[src/rtl/pic_status_poll.sv]
module pic_status_poll (
  input  logic       clk,
  input  logic       rst_n,
  input  logic       init_done,
  input  logic       cs,
  input  logic       a0,
  input  logic       rd,
  input  logic       wr,
  input  logic [7:0] din,
  output logic [7:0] dout,
  input  logic [7:0] irq_in,
  output logic       int_out
);

  logic [7:0] irr, isr, imr, irq_q;
  logic       smm, sel_isr, poll_pend, ready;

  wire rd_cyc = cs & rd;
  wire wr_cyc = cs & wr & ready;
  wire is_sel = wr_cyc & ~a0 & ~din[7] & (din[4:3] == 2'b01);
  wire is_eoi = wr_cyc & ~a0 & (din[4:3] == 2'b00);
  wire eoi_ns = is_eoi & (din[7:5] == 3'b001);
  wire eoi_sp = is_eoi & (din[7:5] == 3'b011);
  wire [7:0] rise = irq_in & ~irq_q;

  logic [7:0] allow, cand, top_isr;
  logic [2:0] lvl;
  logic       seen;

  always_comb begin
    seen = 1'b0;
    for (int i = 0; i < 8; i++) begin
      if (isr[i]) seen = 1'b1;
      allow[i] = smm ? ~isr[i] : ~seen;
    end
  end

  assign cand    = irr & ~imr & allow;
  assign int_out = |cand;

  always_comb begin
    lvl = 3'd0;
    for (int i = 7; i >= 0; i--)
      if (cand[i]) lvl = 3'(i);
  end

  always_comb begin
    top_isr = 8'h00;
    for (int i = 7; i >= 0; i--)
      if (isr[i]) top_isr = 8'h01 << i;
  end

  wire       ack      = rd_cyc & poll_pend & int_out;
  wire [7:0] ack_mask = ack ? (8'h01 << lvl) : 8'h00;
  wire [7:0] eoi_mask = eoi_ns ? top_isr : eoi_sp ? (8'h01 << din[2:0]) : 8'h00;
  wire [7:0] poll_byte = int_out ? {5'b10000, lvl} : 8'h00;

  assign dout = !rd_cyc   ? 8'h00 :
                poll_pend ? poll_byte :
                a0        ? imr :
                sel_isr   ? isr : irr;

  always_ff @(posedge clk or negedge rst_n) begin
    if (!rst_n) begin
      irq_q     <= 8'h00;
      irr       <= 8'h00;
      isr       <= 8'h00;
      imr       <= 8'h00;
      smm       <= 1'b0;
      sel_isr   <= 1'b0;
      poll_pend <= 1'b0;
      ready     <= 1'b0;
    end else begin
      irq_q <= irq_in;
      if (init_done) begin
        ready     <= 1'b1;
        irr       <= 8'h00;
        isr       <= 8'h00;
        imr       <= 8'h00;
        smm       <= 1'b0;
        sel_isr   <= 1'b0;
        poll_pend <= 1'b0;
      end else begin
        irr <= (irr | rise) & ~ack_mask;
        isr <= (isr | ack_mask) & ~eoi_mask;
        if (wr_cyc && a0) imr <= din;
        if (is_sel && din[1]) sel_isr <= din[0];
        if (is_sel && din[6]) smm <= din[5];
        if (is_sel && din[2]) poll_pend <= 1'b1;
        else if (rd_cyc) poll_pend <= 1'b0;
      end
    end
  end


  sel_sticky_chk: assert property (@(posedge clk) disable iff (!rst_n)
    (!init_done && !(is_sel && din[1])) |=> $stable(sel_isr));


  edge_latch_chk: assert property (@(posedge clk) disable iff (!rst_n)
    (!init_done && rise != 8'h00 && !ack) |=> ((irr & $past(rise)) == $past(rise)));


  poll_ack_chk: assert property (@(posedge clk) disable iff (!rst_n)
    (ack && !init_done && !wr) |=> (isr[$past(lvl)] && !irr[$past(lvl)]));


  poll_once_chk: assert property (@(posedge clk) disable iff (!rst_n)
    (rd_cyc && !wr && !init_done) |=> !poll_pend);


  smm_hold_chk: assert property (@(posedge clk) disable iff (!rst_n)
    (!init_done && !(is_sel && din[6])) |=> $stable(smm));


  smm_self_block_chk: assert property (@(posedge clk) disable iff (!rst_n)
    (smm && int_out) |-> !isr[lvl]);

endmodule

[config.mk]
export PLATFORM = sky130hd
export DESIGN_NAME = pic_status_poll
export DESIGN_NICKNAME = d
export VERILOG_FILES = /design/src/rtl/pic_status_poll.sv
export SDC_FILE = /design/constraint.sdc
export NUM_CORES = 1
export LEC_CHECK = 0
export ABC_AREA = 1
export CAP_MARGIN = 30
export CORE_ASPECT_RATIO = 2
export CORE_MARGIN = 2
export CORE_UTILIZATION = 48
export DETAILED_ROUTE_END_ITERATION = 7
export PLACE_DENSITY = 0.75
export SYNTH_ARGS = -nofsm -noshare
export SYNTH_HDL_FRONTEND = slang
export SYNTH_SLANG_ARGS = --single-unit
[constraint.sdc]
create_clock -name clk -period 2.2 [get_ports clk]
set_clock_uncertainty 0.1 [all_clocks]
set_input_delay 0.66 -clock clk [delete_from_list [all_inputs] [get_ports clk]]
set_output_delay 0.66 -clock clk [all_outputs]
set_load 0.01 [all_outputs]
### Word-level counts from Yosys, hierarchy flattened

Cells that the tools add are included.

| operators by class | value |
|---|---|
| add/subtract/negate cells | 0 |
| $mul | 0 |
| divide/modulo/power cells | 0 |
| $lt $le $gt $ge | 0 |
| equal/unequal tests | 3 |
| shift-type cells | 2 |
| muxes and demuxes | 51 |
| bitwise operators | 40 |
| reductions and logical operators | 10 |

Operators with widths:

| cell | count |
|---|---|
| $mux 8 | 20 |
| $and 8x8->8 | 5 |
| $not 8->8 | 4 |
| $mux 3 | 8 |
| $mux 1 | 23 |
| $not 1->1 | 18 |
| $or 8x8->8 | 2 |
| $shl 1x3->8 const A | 2 |
| $and 1x1->1 | 11 |
| $reduce_or 8->1 | 1 |
| $reduce_bool 2->1 | 3 |
| $logic_and 1x1->1 | 4 |
| $eq 3x1->1 const B | 1 |
| $eq 3x2->1 const B | 1 |
| $reduce_bool 3->1 | 1 |
| $eq 2x1->1 const B | 1 |
| $logic_not 2->1 | 1 |

| word-level totals | value |
|---|---|
| register bits after elaboration | 36 |
| bits in latches | 0 |
| RAM bits | 0 |
| bits in read-only memories | 0 |
| input port bits | 23 |
| output and inout port bits | 9 |
| logic and storage cells | 114 |
| memories kept | 0 |

### Longest topological paths before layout

| depth | value |
|---|---|
| depth in word-level cells | 24 |
| mapped depth | 15 |
| gate-level depth less buffers | 15 |

### Least setup slack after synthesis

No wires, ideal clock.

| timing path | value |
|---|---|
| path kind | reg-to-output |
| start point | register isr[0] |
| end point | output port dout[0] |
| arrival time | 1.547 ns |
| required time | 1.440 ns |
| setup slack | -0.107 ns |
| cell stages (with the launch flop) | 14 |
| buffers on the path | 0 |
| path through | dfrtp_1 > nor2_4 > nand3_4 > nor2_4 > nand3_2 > nand2_1 > nand3_1 > nand2_1 > nand2_1 > nand2_1 > nand2_2 > nand2_4 > nand2_4 > o22ai_1 |

| on the way | value |
|---|---|
| cells in the longest elaborated chain, start to end | 22 |
| elaborated cells between the ends (all ways) | 40 |
| those cells by class | mux (29); bitwise (10); reduce/logical (1) |

RTL lines:

| item | line | RTL |
|---|---|---|
| start: declaration | 15 | `logic [7:0] irr, isr, imr, irq_q;` |
| start signal: assignment | 85 | `isr <= (isr \| ack_mask) & ~eoi_mask;` |
| $mux 1 (8 in a row) | 33 | `if (isr[i]) seen = 1'b1;` |
| $not 1->1 | 34 | `allow[i] = smm ? ~isr[i] : ~seen;` |
| $mux 1 | 34 |  |
| $and 8x8->8 | 38 | `assign cand = irr & ~imr & allow;` |
| $mux 3 (8 in a row) | 44 | `if (cand[i]) lvl = 3'(i);` |
| $mux 8 | 56 | `wire [7:0] poll_byte = int_out ? {5'b10000, lvl} : 8'h00;` |
| $mux 8 * | 59 | `poll_pend ? poll_byte :` |
| $mux 8 * | 58 | `assign dout = !rd_cyc ? 8'h00 :` |
| end: declaration | 10 | `output logic [7:0] dout,` |

Mark *: on every way between the ends. The rest lies on a longest branch, timed or not.

### Worst setup path in the final report

| timing path | value |
|---|---|
| start point | register isr[0] |
| end point | output port dout[1] |

| on the way | value |
|---|---|
| cells in the longest elaborated chain, start to end | 22 |
| elaborated cells between the ends (all ways) | 38 |
| those cells by class | mux (27); bitwise (10); reduce/logical (1) |

RTL lines:

| item | line |
|---|---|
| $mux 1 (8 in a row) | 33 |
| $not 1->1 | 34 |
| $mux 1 | 34 |
| $and 8x8->8 * | 38 |
| $mux 3 (8 in a row) | 44 |
| $mux 8 * | 56 |
| $mux 8 * | 59 |
| $mux 8 * | 58 |

Marked as above.

==> metrics.md <==
| Metric | Value |
|---|---|
| Slew of the pin with the lowest slew margin | `0.505 ns` |
| N_diodes | `0` |
| Worst setup margin | `-0.574 ns` |
| Register bit total from synthesis | `36` |
| EDFF count, synth | `0` |
| Vias in the first global route | `2405` |
| Die area | `4900 um2` |
| CP Launch Point | `isr[0]` |
| Routed wire length | `7.20 mm` |
| DR pass1 iterations | `4` |
| Final-report max-slew violation count | `0` |
| Largest net degree at the start of global routing | `20` |
| CTS tree | `built` |
| Pleak | `1.62 nW` |
| # port buffers | `31` |
| CTS Sinks | `36` |
| CTS Root Cell | `clkbuf_8` |
| Nets | `404` |
| Area grow syn2layout | `59.9%` |
| DRT antenna net count | `0` |
| Critical register-to-register path endpoint | `isr[4]` |
| Routability congestion estimate | `1.06` |
| Area leader, netlist | `dfrtp_1` |
| Number of setup violations in the final report | `9` |
| Gr usage total | `0.312` |
| Initial Util | `0.503` |
| Peak fanout along the critical path | `3` |
| Maxcap violations | `0` |
| Per-cell routed wire length | `16.6 um` |
| Post-synthesis instance total | `267` |
| Fill count | `264` |
| Die height | `97 um` |
| FP Rows | `33` |
| Routed via count | `2334` |
| Hold Vio Cnt, Final | `0` |
| Pwr dens | `518 nW/um2` |
| Crit path launch type | `register` |
| Post-route clock period utilization | `1.26` |
| Setup WS pre-CTS | `-0.892 ns` |
| Grt ovf | `0` |
| Drt drc | `0` |
| DP Cell Count | `414` |
| Dpl hpwl | `5.18 mm` |
| Most used DFF post-synth | `dfrtp_1` |
| Crit path capture | `dout[1]` |
| Worst skew pair latency | `0.30 ns` |
| Arrival @ worst endpoint | `2.01 ns` |
| Cts bufs inserted | `5` |
| Crit path kind | `register to output port` |
| Count leader, synth | `inv_1` |
| Reg2reg setup slack | `-0.01 ns` |
| Register area | `902 um2` |
| Status | `finished with violations` |
| Number of distinct library cells after synthesis | `34` |
| H-tree depth | `2` |
| Reg2Reg Depth | `13` |
| Core footprint | `4130 um2` |
| Slew headroom | `0.661` |
| Via density | `5.38` |
| Failing checks | `setup timing` |
| Ys async rst share | `1.00` |
| First-pass GRT wire length | `11.4 mm` |
| Top cells by area, synth | `dfrtp_1, inv_1, o21ai_0` |
| Min-delay worst type | `input port to async pin` |
| Multi-input gate area | `1100 um2` |
| Share of the synthesized area in the top cell type | `0.434` |
| Chip width | `50.5 um` |
| Post-Synthesis Cell Area | `2080 um2` |
| Synth warn | `0` |
| # IOs | `32` |
| Seq/Total Area, Yosys | `0.434` |
| CTS Buffer Depth | `2` |
| 1st-iter DRT viols | `121` |
| RSZ-0062 raised after global routing | `yes` |
| Final min period | `2.77 ns` |
| Non-Filler Instances | `434` |
| Worst vdd ir | `0.685 mV` |
| CP required | `1.44 ns` |
| Fmax | `361 MHz` |
| CP Capture Type | `output port` |
| Mapped Nets | `290` |
| Initial antenna violation count | `0` |
| Clock transition at path regs | `0.08 ns` |
| Post-synth top cells | `inv_1, dfrtp_1, nand2_1, o21ai_0, nand3_1` |
| Reg2reg start | `isr[0]` |
| Share of cells above drive strength 1 | `0.419` |
| Synthesized area per cell | `7.77 um2` |
## worst max-delay path, stage by stage, from the launching register on
cell and delay, ns:
dfrtp_1 0.41, nor2_4 0.18, buf_4 0.14, nand2_1 0.06, nand2_1 0.11, nand4_1 0.13, nand2_1 0.16, inv_1 0.10
nand2_2 0.08, nand3_2 0.08, o22ai_2 0.10, buf_2 0.16
## state kept, by name (all words and copies together), names as in the netlist
signal / flops
imr: 8
irq_q: 8
irr: 8
isr: 8
poll_pend: 1
ready: 1
sel_isr: 1
smm: 1
## cells by family after synthesis
kind of cell / synth area share
compound gates: 0.190
buf+inv: 0.114
flops: 0.434
mux: 0.0108
simple gates: 0.251
## power breakdown
group / internal, W / switching [W]
clock network: 0.000335 / 0.000254
logic: 0.000204 / 0.000224
registers: 0.000688 / 0.0000135
## per-stage QoR
step / hold WS (ns) / util / power (W) / setup TNS [ns] / cell area, um2
CTS: 0.219 / 0.776 / 0.00169 / -2.22 / 3210
floorplan: 0.264 / - / 0.000875 / -0.00476 / 2100
finish: 0.207 / 0.804 / 0.00172 / -2.67 / 3320
global route: 0.234 / 0.804 / 0.00179 / -4.93 / 3320
global placement: 0.363 / 0.720 / 0.00108 / -13.98 / 2970
detailed placement: 0.390 / 0.720 / 0.00109 / -14.88 / 2970
## repair_timing
action                                  4_1_cts  5_1_grt
endpoints found under the setup margin       20       25
hold endpoints to repair                      0        0
pin swaps                                    10        6
resized for setup                            80       24
cloned                                        0        0
setup buffers                                10        3
hold buffers                                  0        0
## metal layers
metal	GRT usage	routed length, um	vias to the layer above
met4	0.146	278	0
met3	0.0401	271	23
met1	0.339	2630	1117
met2	0.570	4020	67
met5	0	0	-
li1	-	-	1127
## layout by cell type (no fill, tap or decap), types with 3 or more instances in the layout
cell type / synthesis / layout
buf_4: 0 / 75
inv_1: 54 / 49
dfrtp_1: 36 / 35
nand2_1: 30 / 26
nand3_1: 23 / 20
clkdlybuf4s50_1: 0 / 17
o21ai_0: 24 / 16
a21oi_1: 18 / 12
nand4_1: 10 / 10
nor2_1: 14 / 10
inv_2: 4 / 8
buf_2: 0 / 8
nor2_4: 3 / 6
o21ai_2: 0 / 6
nand3_2: 3 / 6
a21oi_2: 1 / 6
o22ai_1: 8 / 6
buf_6: 0 / 6
nand2_2: 2 / 5
clkbuf_8: 0 / 5
nor3_1: 5 / 4
nor2_2: 3 / 4
o21ai_1: 2 / 4
nand2_4: 2 / 3
o211ai_1: 3 / 3
## how the worst min path moves through the flow
stage               start      to  slack (ns)
finish              rst_n  irr[6]        0.21
CTS                 rst_n  irr[6]        0.22
detailed placement  ready   ready        0.39
global route        rst_n  irr[6]        0.23
floorplan           rst_n  imr[0]        0.26
global placement    ready   ready        0.36
## area by class of cell
| class | count | area share |
|---|---|---|
| Tap cell | 52 | 0.0196 |
| Clock buffer | 5 | 0.0207 |
| Inverter | 59 | 0.0679 |
| Timing Repair Buffer | 111 | 0.274 |
| Sequential cell | 36 | 0.272 |
| Clock inverter | 3 | 0.0128 |
| Multi-Input combinational cell | 168 | 0.333 |
(Power assumes the default switching activity.)
